$ cat src/rtl/wrr_pkg.sv
`timescale 1ns/1ps
package wrr_pkg;

    // Field selector for the configuration write port
    typedef enum logic {
        FIELD_PERIOD = 1'b0,
        FIELD_PRIO   = 1'b1
    } wr_field_e;

endpackage

$ cat src/rtl/wrr_min_select.sv
`timescale 1ns/1ps
// Find-minimum over eligible flows, keyed by distance ahead of virtual time.
module wrr_min_select #(
    parameter int N_FLOWS = 16,
    parameter int PRIO_W  = 16,
    parameter int IDX_W   = (N_FLOWS > 1) ? $clog2(N_FLOWS) : 1
) (
    input  logic [N_FLOWS-1:0][PRIO_W-1:0] prio_i,
    input  logic [N_FLOWS-1:0]             elig_i,
    input  logic [PRIO_W-1:0]              vtime_i,
    output logic                           found_o,
    output logic [IDX_W-1:0]               idx_o
);

    logic [N_FLOWS-1:0][PRIO_W-1:0] key;

    // Wrap-aware key: unsigned distance from the virtual time
    for (genvar g = 0; g < N_FLOWS; g++) begin : g_key
        assign key[g] = prio_i[g] - vtime_i;
    end

    logic [PRIO_W-1:0] best;

    // Linear scan; strict less-than keeps the lowest index on ties
    always_comb begin
        found_o = 1'b0;
        idx_o   = '0;
        best    = '0;
        for (int i = 0; i < N_FLOWS; i++) begin
            if (elig_i[i] && (!found_o || (key[i] < best))) begin
                found_o = 1'b1;
                idx_o   = IDX_W'(i);
                best    = key[i];
            end
        end
    end

endmodule

$ cat src/rtl/wrr_flow_table.sv
`timescale 1ns/1ps
// Per-flow priority and service-period registers.
module wrr_flow_table
    import wrr_pkg::*;
#(
    parameter int N_FLOWS  = 16,
    parameter int PRIO_W   = 16,
    parameter int PERIOD_W = 8,
    parameter int IDX_W    = (N_FLOWS > 1) ? $clog2(N_FLOWS) : 1
) (
    input  logic                             clk,
    input  logic                             rst_n,
    input  logic                             serve_en,
    input  logic [IDX_W-1:0]                 serve_idx,
    input  logic                             wr_en,
    input  logic [IDX_W-1:0]                 wr_idx,
    input  wr_field_e                        wr_field,
    input  logic [PRIO_W-1:0]                wr_data,
    output logic [N_FLOWS-1:0][PRIO_W-1:0]   prio_o,
    output logic [N_FLOWS-1:0][PERIOD_W-1:0] period_o
);

    typedef struct packed {
        logic [N_FLOWS-1:0][PRIO_W-1:0]   prio;
        logic [N_FLOWS-1:0][PERIOD_W-1:0] period;
    } table_t;

    table_t tbl_d, tbl_q;

    always_comb begin
        tbl_d = tbl_q;
        // Service update first
        if (serve_en) begin
            tbl_d.prio[serve_idx] = tbl_q.prio[serve_idx]
                                  + PRIO_W'(tbl_q.period[serve_idx]);
        end
        // A configuration write takes precedence
        if (wr_en) begin
            if (wr_field == FIELD_PRIO) begin
                tbl_d.prio[wr_idx] = wr_data;
            end else begin
                tbl_d.period[wr_idx] = wr_data[PERIOD_W-1:0];
            end
        end
    end

    always_ff @(posedge clk) begin
        if (!rst_n) begin
            tbl_q.prio <= '0;
            for (int i = 0; i < N_FLOWS; i++) begin
                tbl_q.period[i] <= PERIOD_W'(1);
            end
        end else begin
            tbl_q <= tbl_d;
        end
    end

    assign prio_o   = tbl_q.prio;
    assign period_o = tbl_q.period;

endmodule

$ cat src/rtl/wrr_sched.sv
`timescale 1ns/1ps
// Cell-time scheduler: serves the eligible flow whose time-to-service is nearest.
module wrr_sched
    import wrr_pkg::*;
#(
    parameter int N_FLOWS  = 16,
    parameter int PRIO_W   = 16,
    parameter int PERIOD_W = 8,
    localparam int IDX_W   = (N_FLOWS > 1) ? $clog2(N_FLOWS) : 1
) (
    input  logic               clk,
    input  logic               rst_n,
    input  logic               cell_tick,
    input  logic [N_FLOWS-1:0] queue_nonempty,
    input  logic [N_FLOWS-1:0] flow_enable,
    input  logic               wr_en,
    input  logic [IDX_W-1:0]   wr_flow,
    input  logic               wr_field,
    input  logic [PRIO_W-1:0]  wr_data,
    output logic               grant_valid,
    output logic [IDX_W-1:0]   grant_flow
);

    typedef struct packed {
        logic              valid;
        logic [IDX_W-1:0]  idx;
        logic [PRIO_W-1:0] vtime;
    } sched_t;

    sched_t st_d, st_q;

    logic [N_FLOWS-1:0][PRIO_W-1:0]   prio_tbl;
    logic [N_FLOWS-1:0][PERIOD_W-1:0] period_tbl;
    logic [N_FLOWS-1:0]               elig;
    logic                             found;
    logic [IDX_W-1:0]                 sel_idx;
    logic                             serve;

    assign elig  = queue_nonempty & flow_enable;
    assign serve = cell_tick & found;

    wrr_min_select #(
        .N_FLOWS (N_FLOWS),
        .PRIO_W  (PRIO_W),
        .IDX_W   (IDX_W)
    ) min_i (
        .prio_i  (prio_tbl),
        .elig_i  (elig),
        .vtime_i (st_q.vtime),
        .found_o (found),
        .idx_o   (sel_idx)
    );

    wrr_flow_table #(
        .N_FLOWS  (N_FLOWS),
        .PRIO_W   (PRIO_W),
        .PERIOD_W (PERIOD_W),
        .IDX_W    (IDX_W)
    ) table_i (
        .clk       (clk),
        .rst_n     (rst_n),
        .serve_en  (serve),
        .serve_idx (sel_idx),
        .wr_en     (wr_en),
        .wr_idx    (wr_flow),
        .wr_field  (wr_field_e'(wr_field)),
        .wr_data   (wr_data),
        .prio_o    (prio_tbl),
        .period_o  (period_tbl)
    );

    always_comb begin
        st_d       = st_q;
        st_d.valid = serve;
        if (serve) begin
            st_d.idx   = sel_idx;
            st_d.vtime = prio_tbl[sel_idx];
        end
    end

    always_ff @(posedge clk) begin
        if (!rst_n) begin
            st_q <= '0;
        end else begin
            st_q <= st_d;
        end
    end

    assign grant_valid = st_q.valid;
    assign grant_flow  = st_q.idx;

endmodule

$ cat config.mk
export PLATFORM = sky130hd
export DESIGN_NAME = wrr_sched
export DESIGN_NICKNAME = d
export VERILOG_FILES = /design/src/rtl/wrr_pkg.sv /design/src/rtl/wrr_min_select.sv /design/src/rtl/wrr_flow_table.sv /design/src/rtl/wrr_sched.sv
export SDC_FILE = /design/constraint.sdc
export NUM_CORES = 2
export LEC_CHECK = 0
export ABC_AREA = 1
export BUFFER_PORTS_ARGS = -buffer_cell sky130_fd_sc_hd__buf_4
export CORE_MARGIN = 10
export CORE_UTILIZATION = 41
export CTS_CLUSTER_SIZE = 10
export DETAILED_ROUTE_END_ITERATION = 12
export PLACE_DENSITY_LB_ADDON = 0.3
export REMOVE_ABC_BUFFERS = 1
export SYNTH_ARGS = -nofsm -noshare
export SYNTH_HDL_FRONTEND = slang
export SYNTH_SLANG_ARGS = --single-unit
$ cat constraint.sdc
create_clock -name clk -period 43 [get_ports clk]
set_input_delay 4.3 -clock clk [delete_from_list [all_inputs] [get_ports clk]]
set_output_delay 4.3 -clock clk [all_outputs]
set_load 0.005 [all_outputs]
==> flow_summary_export.csv <==
group,metric,value,unit
setup_path,critPathSlowestCell,"xnor2_2",
synth,ys_seq_area_share,21.1,%
floorplan,start_util,41.3,%
synth,synth.cells.most_frequent,"1097 x nand2_1, 847 x inv_1, 691 x a21oi_1",
placement,port-buffer-count,61,
setup_path,end_kind,"flip-flop",
setup_path,cp.arrival,38970,ps
timing,slew-limit-headroom,8.79,%
timing,skew,27.9,ps
detailed_routing,num_vias,40166,
timing,rsz0062_at_grt,"false",
synth,ys_seq_elements,405,
status,status,"finished clean",
synth,synth_edf_count,0,
clock_tree,cts_buffer_depth,3,
detailed_routing,drcViolationCount,0,
synth,synth-async-reset-ratio,0,%
detailed_routing,drt_wl_total,153,mm
clock_tree,cts_htree_levels,2,
clock_tree,cts_hold_buf,0,
setup_path,cp_data_required_time,43520,ps
synth,synth_most_common_cell,"nand2_1",
timing,max_freq,26.0,MHz
timing,whs,479,ps
clock_tree,clk_pin_slew_worst_paths,60,ps
global_routing,antenna_found_initial,6,
global_routing,grt_usage,27.2,%
setup_path,path_class,"input pin to flip-flop",
timing,tns,0,ps
detailed_routing,vias_per_cell,5.75,
timing,setup_viol,0,
clock_tree,clock_latency,610,ps
synth,syn_area,0.0385,mm2
clock_tree,clock_sinks,405,
synth,synth.largest_area_cell,"dfxtp_1",
placement,dp_hpwl,111,mm
timing,drv_slew,0,
floorplan,core,0.0932,mm2
timing,worst_slew_pin_slew,1370,ps
clock_tree,ctsResizeCount,0,
synth,yosys_warnings,0,
setup_path,cpMostUsedCell,"nand2_1",
detailed_routing,drt_iter0_drc,4769,
detailed_routing,wl_per_cell,21.8,um
floorplan,die_y,326,um
timing,period_needed,38450,ps
global_routing,grt_max_degree,229,
detailed_routing,drtAntennaViolNets,0,
floorplan,dieArea,0.107,mm2
synth,ys.flop_type,"dfxtp_1",
clock_tree,numCtsBuffers,48,
timing,hold_viol,0,
global_routing,grt_pass1_vias,36589,
synth,synthCells,5848,
setup_path,cp-startpoint,"queue_nonempty[0]",
layout,num-nets-final,6252,
worst_hold_path,min_path_type,"flip-flop to flip-flop",
clock_tree,clockRootBuffer,"clkbuf_16",
floorplan,die_x,326,um
setup_path,max_stage_delay,1040,ps
setup_path,r2r_setup_slack,5260,ps
placement,place_congestion,0.986,
layout,final_cell_area,0.0409,mm2
layout,area_growth_syn_to_layout,6.36,%
floorplan,row_count,112,
global_routing,grt_first_pass_wirelength,226,mm
setup_path,critical_path.max_fanout,57,
clock_tree,post-cts-setup-buffer-count,0,
layout,fin_util,43.9,%
synth,synth_top_area_share,21.1,%
clock_tree,cts_tree,"yes",
layout,drive_gt1_share,5.30,%
timing,finalCritPeriodShare,89.4,%
placement,placed_cell_area,0.0396,mm2
setup_path,cp-start-kind,"input pin",
floorplan,ios,62,
global_routing,overflow,0,
synth,syn-mean-instance-area,6.58,um2
flow_run,maxCapViolCount,0,
detailed_routing,first_pass_iters,8,
synth,synth.distinct_cells,56,
setup_path,reg2reg_from,"st_q[2]",
synth,synth_area_leaders,"dfxtp_1 21%, ha_1 15%, nand2_1 11%, a21oi_1 9.0%, inv_1 8.3%",
[area by class of cell]
type                            instances  area (um2)
Multi-Input combinational cell       4262       25700
Sequential cell                       405        8110
Tap cell                             1254        1570
Clock inverter                          4        52.6
Fill cell                            9749       52200
Inverter                              879        3300
Clock buffer                           63        1320
Timing Repair Buffer                  118         906
Antenna cell                            1        2.50
[layer usage]
| layer | up-vias | routed length, um | GRT usage [%] |
|---|---|---|---|
| met5 | - | 45 | 0 |
| li1 | 19247 | - | - |
| met3 | 434 | 15800 | 5.50 |
| met1 | 18458 | 62600 | 35.6 |
| met2 | 2021 | 64600 | 41.9 |
| met4 | 6 | 9490 | 14.4 |
[cell usage in the layout, fill, tap and decap left out, types with 22 or more instances in the layout]
master and n:
inv_1 846, o211ai_1 143, nand2_1 1095, a21oi_1 690, o21ai_1 39, o21bai_1 78
dfxtp_1 405, inv_2 22, a211oi_1 24, nand3_1 256, nor2_1 300, buf_4 116
a221oi_1 27, clkbuf_16 49, xnor2_1 35, o21ai_0 587, ha_1 464, xor2_1 183
nand2_2 28, nand4_1 50, o22ai_1 54
[worst max-delay path, delay by kind of cell]
| family | cells | cell delay, ps |
|---|---|---|
| compound gates | 51 | 14680 |
| simple gates | 88 | 12430 |
| fa+ha+maj | 16 | 5140 |
| buf+inv | 12 | 1260 |
| xor+xnor | 1 | 1040 |
[worst paths after layout]
kind | endpoint | cells after the start
max | table_i.prio_o[89] | 168
min | flip-flop | 2
max reg2reg | table_i.prio_o[89] | 195
min reg2reg | flip-flop | 2
[through the flow]
step                      cells  setup WS, ps
after floorplan            5546         12770
after global placement     6918          5090
after detailed placement   6918          4870
after CTS                  6985          5340
after global routing       6985          1420
final                      6986          4550
[cell families (layout without fill, tap and decap cells)]
group                      Yosys count  count (layout)  synth area share [%]
other                                0               1                     0
buffers and inverters             1181            1064                  12.5
adders and majority gates          481             481                  16.0
xor gates and xnor gates           223             223                  5.09
AOI/OAI and AO/OA                 1726            1726                  25.2
and+or+nand+nor                   1832            1832                  20.2
DFF                                405             405                  21.1
Power is left out: the tool's default activity adds up to more than one toggle a clock period on the data nets, which glitch-free logic cannot reach.
